File: config.mk
export PLATFORM = sky130hd
export DESIGN_NAME = data_watch_unit
export DESIGN_NICKNAME = d
export VERILOG_FILES = /design/src/rtl/data_watch_unit.sv
export SDC_FILE = /design/constraint.sdc
export NUM_CORES = 1
export LEC_CHECK = 0
export BUFFER_PORTS_ARGS = -buffer_cell sky130_fd_sc_hd__buf_2
export CORE_UTILIZATION = 45
export CTS_CLUSTER_SIZE = 16
export DETAILED_ROUTE_END_ITERATION = 10
export PLACE_DENSITY = 0.7
export SYNTH_ARGS = -nofsm -noshare
export SYNTH_HDL_FRONTEND = slang
export SYNTH_SLANG_ARGS = --single-unit
File: constraint.sdc
create_clock -name clk -period 3.4 [get_ports clk]
set_input_delay 0.85 -clock clk [delete_from_list [all_inputs] [get_ports clk]]
set_output_delay 0.85 -clock clk [all_outputs]
set_load 0.02 [all_outputs]
File: src/rtl/data_watch_unit.sv
module data_watch_unit #(
  parameter int AW       = 32,
  parameter int PID_BITS = 7
) (
  input  logic          clk,
  input  logic          rst_n,
  input  logic          acc_valid,
  input  logic [AW-1:0] acc_addr,
  input  logic          acc_store,
  output logic [AW-1:0] phys_addr,
  output logic          abort_o,
  output logic          trap_o,
  input  logic          reg_wr,
  input  logic [2:0]    reg_sel,
  input  logic [AW-1:0] reg_wdata,
  output logic [AW-1:0] reg_rdata
);
  localparam int PID_LSB   = AW - PID_BITS;
  localparam int NREG      = 8;
  localparam int SEL_PID   = 0;
  localparam int SEL_CTRL  = 1;
  localparam int SEL_BPC   = 2;
  localparam int SEL_BP0   = 3;
  localparam int SEL_BP1   = 4;
  localparam int SEL_STAT  = 5;
  localparam int SEL_FSR   = 6;
  localparam int SEL_FAR   = 7;
  localparam int ALIGN_BIT = 1;
  localparam int MASK_BIT  = 8;
  localparam int DBG_EN    = 31;
  localparam logic [2:0] MOE_DBRK = 3'b010;
  localparam logic [AW-1:0] FSR_ALIGN = AW'(1);

  logic [AW-1:0] regs_q [NREG];

  wire [AW-1:0] pid  = regs_q[SEL_PID];
  wire [AW-1:0] ctrl = regs_q[SEL_CTRL];
  wire [AW-1:0] bpc  = regs_q[SEL_BPC];
  wire [AW-1:0] bp0  = regs_q[SEL_BP0];
  wire [AW-1:0] bp1  = regs_q[SEL_BP1];
  wire [AW-1:0] stat = regs_q[SEL_STAT];
  wire [AW-1:0] fsr  = regs_q[SEL_FSR];
  wire [AW-1:0] far  = regs_q[SEL_FAR];

  function automatic logic kind_ok(input logic [1:0] en, input logic st);
    return (en != 2'd0) && (st ? (en != 2'd3) : (en != 2'd1));
  endfunction

  wire relocate = (|pid[AW-1:PID_LSB]) && !(|acc_addr[AW-1:PID_LSB]);
  assign phys_addr = relocate ? (acc_addr | {pid[AW-1:PID_LSB], {PID_LSB{1'b0}}}) : acc_addr;

  wire mask_mode = bpc[MASK_BIT];
  wire hit0 = mask_mode ? (((phys_addr ^ bp0) & ~bp1) == '0)
                        : (phys_addr[AW-1:2] == bp0[AW-1:2]);
  wire hit1 = !mask_mode && (phys_addr[AW-1:2] == bp1[AW-1:2]);
  wire bp_hit = (hit0 && kind_ok(bpc[1:0], acc_store)) ||
                (hit1 && kind_ok(bpc[3:2], acc_store));

  assign abort_o = acc_valid && ctrl[ALIGN_BIT] && (phys_addr[1:0] != 2'b00);
  assign trap_o  = acc_valid && !abort_o && bp_hit;
  assign reg_rdata = regs_q[reg_sel];

  always_ff @(posedge clk or negedge rst_n) begin
    if (!rst_n) begin
      for (int i = 0; i < NREG; i++) regs_q[i] <= '0;
    end else if (reg_wr) begin
      regs_q[reg_sel] <= reg_wdata;
    end else begin
      if (trap_o && stat[DBG_EN]) regs_q[SEL_STAT][4:2] <= MOE_DBRK;
      if (abort_o && stat[DBG_EN]) begin
        regs_q[SEL_FSR] <= FSR_ALIGN;
        regs_q[SEL_FAR] <= phys_addr;
      end
    end
  end

  AST_RELOC_LOW_BITS: assert property (@(posedge clk) disable iff (!rst_n)
    phys_addr[PID_LSB-1:0] == acc_addr[PID_LSB-1:0]);
  AST_CFG_HELD: assert property (@(posedge clk) disable iff (!rst_n)
    !reg_wr |=> ($stable(pid) && $stable(ctrl) && $stable(bpc) && $stable(bp0) && $stable(bp1)));
  AST_MOE_ON_TRAP: assert property (@(posedge clk) disable iff (!rst_n)
    (trap_o && stat[DBG_EN] && !reg_wr) |=> (stat[4:2] == MOE_DBRK));
  AST_STAT_HELD_OFF: assert property (@(posedge clk) disable iff (!rst_n)
    (!stat[DBG_EN] && !reg_wr) |=> $stable(stat));
  AST_FAULT_CAPTURE: assert property (@(posedge clk) disable iff (!rst_n)
    (abort_o && stat[DBG_EN] && !reg_wr) |=> (far == $past(phys_addr) && fsr == FSR_ALIGN));
  AST_FAULT_HELD: assert property (@(posedge clk) disable iff (!rst_n)
    (!abort_o && !reg_wr) |=> ($stable(fsr) && $stable(far)));
endmodule

==> out/results.ini <==
[yosys]
synth_flop_cell=sky130_fd_sc_hd__dfrtp_1
synth_fp_nets=1107
number_of_synthesized_flops_with_an_enable_pin=0
post_synth_inst_count=1035
postSynthAreaPerCell_um2=12.7
postSynthRegisterBits=256
netlist-cell-type-count=56
synth_area_leader_cell=sky130_fd_sc_hd__dfrtp_1
synth-seq-area-share_pct=48.6
post_synth_most_frequent_cells=sky130_fd_sc_hd__dfrtp_1, sky130_fd_sc_hd__mux2_2, sky130_fd_sc_hd__nand2_1
yosys.cell_count.top_type=sky130_fd_sc_hd__dfrtp_1
post_synth_arst_share_pct=100
yosysWarningCount=0
area_fraction_of_the_dominant_cell_type_after_synthesis_pct=48.6
cell_area_after_technology_mapping_um2=13200
synth_top_cells_by_area=sky130_fd_sc_hd__dfrtp_1, sky130_fd_sc_hd__mux2_2, sky130_fd_sc_hd__mux4_2

[setup_path]
timing.critical_path.slowest_cell_delay_ns=0.37
cp_data_required_time_ns=2.55
r2r-end=stat[2]
worst_r2r_startpoint=bp1[21]
startpoint_type_of_the_worst_setup_path=primary input
cpMaxStageDelayCell=sky130_fd_sc_hd__nor4_4
worst-setup-path-type=in2out
critical_path.most_common_cell=sky130_fd_sc_hd__buf_4
critical_path_peak_fanout=3
worstPathArrival_ns=2.68
r2r.worst_path.cells=8
critical_path.cell_chain=buf_4, buf_6, nor4b_4, a21oi_2, xor2_2, buf_4, o22ai_4, nor4_4, o21bai_4, o41ai_4, buf_4
worst_case_register_to_register_setup_slack_ns=0.92
critical_path.endpoint_type=output port

[placement]
dp_hpwl_mm=25.8
numPortBuffers=137
gp_congestion=0.962

[run_status]
failed_checks=negative setup slack
status=finished, violations left

[finish]
final_layout_size_suffix_gt1_share_pct=51.5
area.sequential_um2=6410
num-nets-final=1322
area_of_combinational_cells_with_multiple_inputs_um2=6630
final_util_pct=56.9
layout.filler_cells=2353
area_delta_synth_final_pct=24.3

[drt]
finalWirelength_mm=38.0
route.vias.total=9757
first_iter_violations=721
drt_pass1_iterations=5
count_of_unresolved_drc_violations_after_routing=0
avgViaCountPerCell=5.89
final_antenna_net_count=0
routedWlPerCell_um=23.0

[floorplan]
num_io_pins=138
core_box_area_um2=28800
height_of_the_chip_um=173
area_of_the_die_um2=30000
rows=62
initial_utilization_pct=45.8
die_width_um=173

[timing]
final_max_slew_viol_count=0
hold_violations=0
timing_worst_slew_pin_value_ns=0.951
grt_setup_unrepaired=yes
finalSetupTns_ns=-0.132
min_period_over_period_pct=104
post-route-min-period_ns=3.53
max_freq_mhz=283
postLayoutSetupSlackWorst_ns=-0.132
final_worst_clock_skew_ns=0.0158
report.final.setup_viol=1
relative_slew_slack_pct=36.6

[grt]
wire_length_of_the_first_global_routing_pass_mm=59.7
largest_net_degree_at_the_start_of_global_routing=80
globalRoute.totalOverflow=0
globalRouteTotalUtil_pct=25.8
grt_antenna_before_repair=2
first_global_vias=10100

[clocking]
clkTransAtPathRegs_ns=0.06
cts.sinks=256
clock_latency_ns=0.54
clk_root_buffer_cell=sky130_fd_sc_hd__clkbuf_16
cts_hold_buf=0
cts-root-to-sink-buffers=3
ctsHtreeMaxLevel=1
tritoncts=yes
cts_buffers=28

[power_and_ir_drop]
power.density_cell_area_nw_per_um2=619
ir_drop_mv=0.334
leakage_nw=7.19

[worst_hold_path]
timing.hold.worst.class=in2async

[job]
maxCapViolCount=0

## flip-flops by register name (all words and copies together), names as in the netlist
register / flops
fsr: 32
stat: 32
pid: 32
bpc: 32
far: 32
ctrl: 32
bp1: 32
bp0: 32
## placed cells by master, fill, tap and decap left out, types with 5 or more instances in the layout
cell type	n
sky130_fd_sc_hd__nand2b_1	5
sky130_fd_sc_hd__nor2b_1	5
sky130_fd_sc_hd__clkbuf_8	8
sky130_fd_sc_hd__dfrtp_1	253
sky130_fd_sc_hd__buf_2	125
sky130_fd_sc_hd__inv_1	18
sky130_fd_sc_hd__buf_6	11
sky130_fd_sc_hd__o21ai_0	43
sky130_fd_sc_hd__nand2_1	134
sky130_fd_sc_hd__mux2_2	213
sky130_fd_sc_hd__a22oi_1	26
sky130_fd_sc_hd__buf_12	7
sky130_fd_sc_hd__o22ai_1	5
sky130_fd_sc_hd__nand4_1	9
sky130_fd_sc_hd__xor2_1	23
sky130_fd_sc_hd__buf_4	124
sky130_fd_sc_hd__mux4_2	64
sky130_fd_sc_hd__clkbuf_16	29
sky130_fd_sc_hd__xnor2_2	12
sky130_fd_sc_hd__nor2_1	19
sky130_fd_sc_hd__xnor2_1	23
sky130_fd_sc_hd__a221o_1	7
sky130_fd_sc_hd__clkbuf_1	8
## worst max-delay path: cells and delay by family
family | cells | cell delay, ns
buf+inv | 4 | 0.63
compound gates | 4 | 0.36
xor+xnor | 1 | 0.19
simple gates | 2 | 0.65
## kinds of logic after synthesis
kind of cell,share of synthesized area [%]
and+or+nand+nor,8.38
DFF,48.6
muxes,29.3
buffers and inverters,3.81
AOI/OAI and AO/OA,5.85
xor gates and xnor gates,4.05
## cell type report
type	count	area share [%]
Timing Repair Buffer	268	11.2
Multi-Input combinational cell	677	40.5
Antenna cell	1	0.0153
Clock inverter	6	0.489
Sequential cell	256	39.2
Tap cell	384	2.93
Clock buffer	45	5.29
Inverter	19	0.436
## power breakdown
| group | switching, mW | leakage [nW] | internal [mW] |
|---|---|---|---|
| Combinational | 1.25 | 3.61 | 1.48 |
| Clock | 1.22 | 0.468 | 1.88 |
| Sequential | 0.537 | 3.11 | 3.76 |
## timing repair
item	CTS	global route
resized for setup	69	6
setup endpoints to repair	1	1
endpoints found under the hold margin	0	0
buffers inserted	13	7
pin swaps	29	12
cloned	0	0
## per-stage QoR
stage | instance area, um2 | hold slack (ns) | instances | setup slack, ns | power, mW
floorplan | 13200 | 0.441 | 1035 | 0.0557 | 5.82
global placement | 14900 | 0.452 | 1585 | -0.407 | 6.76
detailed placement | 14900 | 0.458 | 1585 | -0.366 | 6.84
CTS | 16300 | 0.208 | 1648 | -0.0459 | 10.1
global route | 16400 | 0.222 | 1656 | -0.218 | 10.6
finish | 16400 | 0.200 | 1656 | -0.132 | 10.1
## worst max-delay path by stage
stage | from | end | slack [ns] | cells past startpoint
global placement | acc_addr[2] | trap_o | -0.41 | 8
detailed placement | acc_addr[2] | trap_o | -0.37 | 8
CTS | acc_addr[28] | trap_o | -0.05 | 10
global route | acc_addr[31] | trap_o | -0.22 | 11
finish | acc_addr[31] | trap_o | -0.13 | 11
floorplan | acc_addr[26] | trap_o | 0.06 | 8
## metal layers
layer / track usage, % / up-vias / wire length, um
li1: - / 4210 / -
met1: 35.7 / 5105 / 16300
met2: 41.7 / 365 / 18400
met3: 4.24 / 75 / 2260
met4: 7.89 / 2 / 1010
met5: 0 / - / 11
(Power assumes the default switching activity.)
